### src/rtl/op2_shift_pkg.sv
package op2_shift_pkg;

  localparam int unsigned DATA_W = 32;

  typedef enum logic [1:0] {
    SK_LSL = 2'b00,
    SK_LSR = 2'b01,
    SK_ASR = 2'b10,
    SK_ROR = 2'b11
  } shift_kind_e;

  function automatic logic [DATA_W-1:0] bit_reverse(input logic [DATA_W-1:0] v);
    logic [DATA_W-1:0] r;
    for (int i = 0; i < DATA_W; i++) r[i] = v[DATA_W-1-i];
    return r;
  endfunction

endpackage

### src/rtl/op2_amt_sel.sv
module op2_amt_sel #(
  parameter int unsigned IMM_W = 5,
  parameter int unsigned REG_W = 8
) (
  input  logic             src_reg_i,
  input  logic [IMM_W-1:0] imm_i,
  input  logic [REG_W-1:0] reg_i,
  output logic [REG_W-1:0] amt_o
);

  localparam int unsigned PAD_W = REG_W - IMM_W;

  assign amt_o = src_reg_i ? reg_i : {{PAD_W{1'b0}}, imm_i};

endmodule

### src/rtl/op2_barrel.sv
// Log-depth right shifter; a spill bit below bit 0 catches the last bit out.
module op2_barrel #(
  parameter int unsigned W  = 32,
  parameter int unsigned AW = $clog2(W)
) (
  input  logic [W-1:0]  data_i,
  input  logic [AW-1:0] amt_i,
  input  logic          rotate_i,
  input  logic          fill_i,
  output logic [W-1:0]  data_o,
  output logic          spill_o
);

  logic [W:0] stg [0:AW];

  assign stg[0] = {data_i, 1'b0};

  for (genvar k = 0; k < AW; k++) begin : g_stage
    localparam int unsigned S = 1 << k;
    logic [W-1:0] cur;
    logic [W-1:0] rot;
    logic [W:0]   shf;
    assign cur = stg[k][W:1];
    assign rot = {cur[S-1:0], cur[W-1:S]};
    assign shf = {{S{fill_i}}, stg[k][W:S]};
    assign stg[k+1] = !amt_i[k] ? stg[k] : (rotate_i ? {rot, 1'b0} : shf);
  end

  assign data_o  = stg[AW][W:1];
  assign spill_o = stg[AW][0];

  always_comb begin
    if (rotate_i)
      a_r4_rotate_keeps_ones: assert ($countones(data_o) == $countones(data_i));
    if (!rotate_i && amt_i != '0)
      a_r3_fill_top: assert (data_o[W-1] == fill_i);
  end

endmodule

### src/rtl/op2_shifter.sv
module op2_shifter
  import op2_shift_pkg::*;
#(
  parameter int unsigned IMM_W = 5,
  parameter int unsigned REG_W = 8
) (
  input  logic [DATA_W-1:0] opnd_i,
  input  logic [1:0]        kind_i,
  input  logic              amt_src_reg_i,
  input  logic [IMM_W-1:0]  amt_imm_i,
  input  logic [REG_W-1:0]  amt_reg_i,
  input  logic              carry_i,
  output logic [DATA_W-1:0] shifted_o,
  output logic              carry_o
);

  localparam int unsigned AW = $clog2(DATA_W);
  localparam logic [REG_W-1:0] AMT_FULL = REG_W'(DATA_W);

  shift_kind_e       kind;
  logic [REG_W-1:0]  amt;
  logic [DATA_W-1:0] core_in, core_out;
  logic              core_spill;
  logic              amt_zero, amt_full, amt_over, low_zero;
  logic              sign;

  assign kind = shift_kind_e'(kind_i);
  assign sign = opnd_i[DATA_W-1];

  op2_amt_sel #(.IMM_W(IMM_W), .REG_W(REG_W)) u_amt (
    .src_reg_i (amt_src_reg_i),
    .imm_i     (amt_imm_i),
    .reg_i     (amt_reg_i),
    .amt_o     (amt)
  );

  assign amt_zero = (amt == '0);
  assign amt_full = (amt == AMT_FULL);
  assign amt_over = (amt > AMT_FULL);
  assign low_zero = (amt[AW-1:0] == '0);

  // left shifts run through the right shifter on a mirrored word
  assign core_in = (kind == SK_LSL) ? bit_reverse(opnd_i) : opnd_i;

  op2_barrel #(.W(DATA_W), .AW(AW)) u_core (
    .data_i   (core_in),
    .amt_i    (amt[AW-1:0]),
    .rotate_i (kind == SK_ROR),
    .fill_i   ((kind == SK_ASR) && sign),
    .data_o   (core_out),
    .spill_o  (core_spill)
  );

  always_comb begin
    shifted_o = core_out;
    carry_o   = core_spill;
    if (amt_zero) begin
      shifted_o = opnd_i;
      carry_o   = carry_i;
    end else begin
      unique case (kind)
        SK_LSL: begin
          if (amt_full) begin
            shifted_o = '0;
            carry_o   = opnd_i[0];
          end else if (amt_over) begin
            shifted_o = '0;
            carry_o   = 1'b0;
          end else begin
            shifted_o = bit_reverse(core_out);
          end
        end
        SK_LSR: begin
          if (amt_full) begin
            shifted_o = '0;
            carry_o   = sign;
          end else if (amt_over) begin
            shifted_o = '0;
            carry_o   = 1'b0;
          end
        end
        SK_ASR: begin
          if (amt_full || amt_over) begin
            shifted_o = {DATA_W{sign}};
            carry_o   = sign;
          end
        end
        SK_ROR: begin
          if (low_zero) shifted_o = opnd_i;
          carry_o = shifted_o[DATA_W-1];
        end
        default: ;
      endcase
    end
  end

  always_comb begin
    if (kind == SK_ASR)
      a_r10_sign_kept: assert (shifted_o[DATA_W-1] == sign);
    if (kind == SK_ROR && !amt_zero)
      a_r11_ror_carry_top: assert (carry_o == shifted_o[DATA_W-1]);
    if (kind == SK_LSL && !amt_zero)
      a_r1_lsl_low_zero: assert (shifted_o[0] == 1'b0);
    if ((kind == SK_LSL || kind == SK_LSR) && amt_over)
      a_r9_logical_over: assert (shifted_o == '0 && !carry_o);
    if (kind == SK_ROR)
      a_r4_ror_weight: assert ($countones(shifted_o) == $countones(opnd_i));
  end

endmodule

### config.mk
export PLATFORM = sky130hd
export DESIGN_NAME = op2_shifter
export DESIGN_NICKNAME = d
export VERILOG_FILES = /design/src/rtl/op2_shift_pkg.sv /design/src/rtl/op2_amt_sel.sv /design/src/rtl/op2_barrel.sv /design/src/rtl/op2_shifter.sv
export SDC_FILE = /design/constraint.sdc
export NUM_CORES = 1
export LEC_CHECK = 0
export ABC_CLOCK_PERIOD_IN_PS = 11900
export CORE_UTILIZATION = 45
export DETAILED_ROUTE_END_ITERATION = 6
export PLACE_DENSITY = 0.71
export SLEW_MARGIN = 20
export SYNTH_ARGS = -nofsm -noshare
export SYNTH_HDL_FRONTEND = slang
export SYNTH_SLANG_ARGS = --single-unit
### constraint.sdc
create_clock -name vclk -period 11.9
set_clock_uncertainty 0.2 [all_clocks]
set_input_delay 2.38 -clock vclk [all_inputs]
set_output_delay 2.38 -clock vclk [all_outputs]
set_load 0.05 [all_outputs]
==> results.sh, run 1 <==
export IMPL_status="complete, but fails checks"
export IMPL_violations="design-rule violations"
export IMPL_grt_usage_pct=43.8
export IMPL_switching_share_pct=66.5
export IMPL_cts_setup_buffers=0
export IMPL_postCtsResizedCells=0
export IMPL_cp_slowest_cell="clkdlybuf4s50_1"
export IMPL_drc_errors=1
export IMPL_required_ps=9320
export IMPL_critical_path_max_stage_delay_ps=1030
export IMPL_fmax_mhz=96.7
export IMPL_syn_inst=594
export IMPL_drt_vias_per_instance=8.05
export IMPL_switchingPower_mw=0.284
export IMPL_p_leak_nw=1.73
export IMPL_die_w_um=98.6
export IMPL_pwr_share_clk_pct=0
export IMPL_ys_seq_area_share_pct=0
export IMPL_final_fill_count=857
export IMPL_setup_violations=0
export IMPL_hpwl_um=16300
export IMPL_crit_chain="clkdlybuf4s50_1 > mux2_1 > nor4_2 > nand2_1 > nor2_1 > buf_4 > o32ai_1 > a221oi_1 > clkdlybuf4s50_1"
export IMPL_hold_violations=0
export IMPL_seq_area_um2=0
export IMPL_wirelength_um=21800
export IMPL_portBuffers=82
export IMPL_timing_final_ws_setup_ps=1560
export IMPL_wire_per_inst_um=29.3
export IMPL_synth_distinct_cells=73
export IMPL_worst_slew_pin_slew_ps=1050
export IMPL_post_route_period_util_pct=86.9
export IMPL_drt_pass1_iterations=7
export IMPL_p_seq_share_pct=0
export IMPL_path_common_cell="clkdlybuf4s50_1"
export IMPL_dieArea_um2=9720
export IMPL_path_max_fanout=23
export IMPL_nNetsFinal=686
export IMPL_grt_max_degree=44
export IMPL_overflow=0
export IMPL_critical_path_class="in -> out"
export IMPL_start_util_pct=47.2
export IMPL_grt_pass1_wl_um=32800
export IMPL_grt_pass1_vias=5512
export IMPL_rsz0062_at_grt="false"
export IMPL_gp_congestion=1.06
export IMPL_final_common_cell="clkdlybuf4s50_1"
export IMPL_ioPinCount=82
export IMPL_nClkBuffers=0
export IMPL_coreArea_um2=8890
export IMPL_rows=34
export IMPL_die_h_um=98.6
export IMPL_yosysWarnings=0
export IMPL_tns_ps=0
export IMPL_drt_iter0_drc=902
export IMPL_totalPowerFinal_mw=0.427
export IMPL_maxCapViolCount=0
export IMPL_intPower_mw=0.143
export IMPL_power_density_nw_per_um2=85.1
export IMPL_min_path_type="in -> out"
export IMPL_sequential_cell_total=0
export IMPL_vias=5984
export IMPL_min_period_ps=10340
export IMPL_drv_slew=0
export IMPL_cts_hold_buf=0
export IMPL_diodes=0
export IMPL_synthToLayoutAreaGrowth_pct=19.6
export IMPL_irDropWorstVdd_mv=0.0561
export IMPL_dp_slack_ps=1750
export IMPL_cp_start_kind="input port"
export IMPL_synth_avg_cell_area_um2=7.06
export IMPL_antenna_found_initial=0
export IMPL_final_layout_size_suffix_gt1_share_pct=12.6
export IMPL_ant_nets=0
export IMPL_netlist_area_um2=4200
export IMPL_synth_fp_nets=643
export IMPL_power_combinational_fraction_pct=100.0
export IMPL_max_slew_margin_pct=29.7
export IMPL_mostFrequentLayoutCells="82 x clkdlybuf4s50_1, 75 x nand2_1, 63 x a21oi_1"
export IMPL_end_kind="output port"
export IMPL_critPathArrivalTime_ps=7760
metrics by stage:
stage	instance area, µm²	std cells	hold slack (ps)	util (%)
2_1_floorplan	4200	594	4840	-
3_3_place_gp	5020	743	5950	56.4
3_5_place_dp	5020	743	5960	56.4
4_1_cts	5020	743	5970	56.4
5_1_grt	5020	743	5980	56.4
6_report	5020	743	5970	56.4
layer usage:
metal / vias to the layer above / track usage (%) / wire (µm)
li1: 2479 / - / -
met1: 2755 / 59.2 / 8020
met2: 615 / 63.8 / 8790
met3: 135 / 11.3 / 3370
met4: 0 / 23.7 / 1570
met5: - / 0 / 0
path summary, 6_finish.rpt:
path | from | end | cells past startpoint
setup / recovery | amt_src_reg_i | shifted_o[27] | 9
hold / removal | opnd_i[11] | shifted_o[11] | 4
Yosys cell counts (4+ instances only):
cell type / instances / area (µm²)
nand2_1: 75 / 282
a21oi_1: 63 / 315
nor2_1: 62 / 233
mux2i_1: 44 / 440
o21ai_0: 39 / 195
clkbuf_1: 34 / 128
mux4_2: 32 / 721
a22oi_1: 20 / 150
o211ai_1: 16 / 120
buf_2: 13 / 65.1
o21ai_1: 13 / 65.1
nand3_1: 12 / 60.1
o22ai_1: 12 / 75.1
a221oi_1: 10 / 87.6
a31oi_1: 10 / 62.6
nor3_1: 10 / 50.1
a211oi_1: 9 / 67.6
mux2i_2: 7 / 96.3
a31o_2: 5 / 43.8
nand4_1: 5 / 31.3
nor4_1: 5 / 31.3
o221ai_1: 5 / 43.8
o32ai_1: 5 / 43.8
a21o_1: 4 / 30.0
buf_6: 4 / 45.0
mux2_2: 4 / 45.0
worst max-delay path: cells and delay by family:
family / cells / cell delay, ps
AND/OR/NAND/NOR: 3 / 1920
AO/OA/AOI/OAI: 2 / 480
multiplexers: 1 / 740
buffers and inverters: 3 / 2220
power by group through the flow:
stage          Sequential, mW  Clock (mW)  Combinational (mW)
4_1_cts                     0           0               0.409
3_3_place_gp                0           0               0.406
3_5_place_dp                0           0               0.407
6_report                    0           0               0.427
2_1_floorplan               0           0               0.272
5_1_grt                     0           0               0.440
logic make-up after synthesis:
logic type / share of synthesized area, %
AO/OA/AOI/OAI: 40.9
buffers and inverters: 6.29
multiplexers: 32.4
AND/OR/NAND/NOR: 20.4
layout make-up:
type               count  area (µm²)  area share, %
multi-input cells    538        3960           78.9
well taps            108         135           2.69
repair buffers        94         911           18.2
inverters              3        11.3          0.224
Note: power is estimated with default switching activity, not from simulation.
==> run 2, diff against run 1 <==
- CAP_MARGIN: not set -> 25
==> results of run 2 <==
No change in the layout: final DEF, timing and power equal those of run 1.
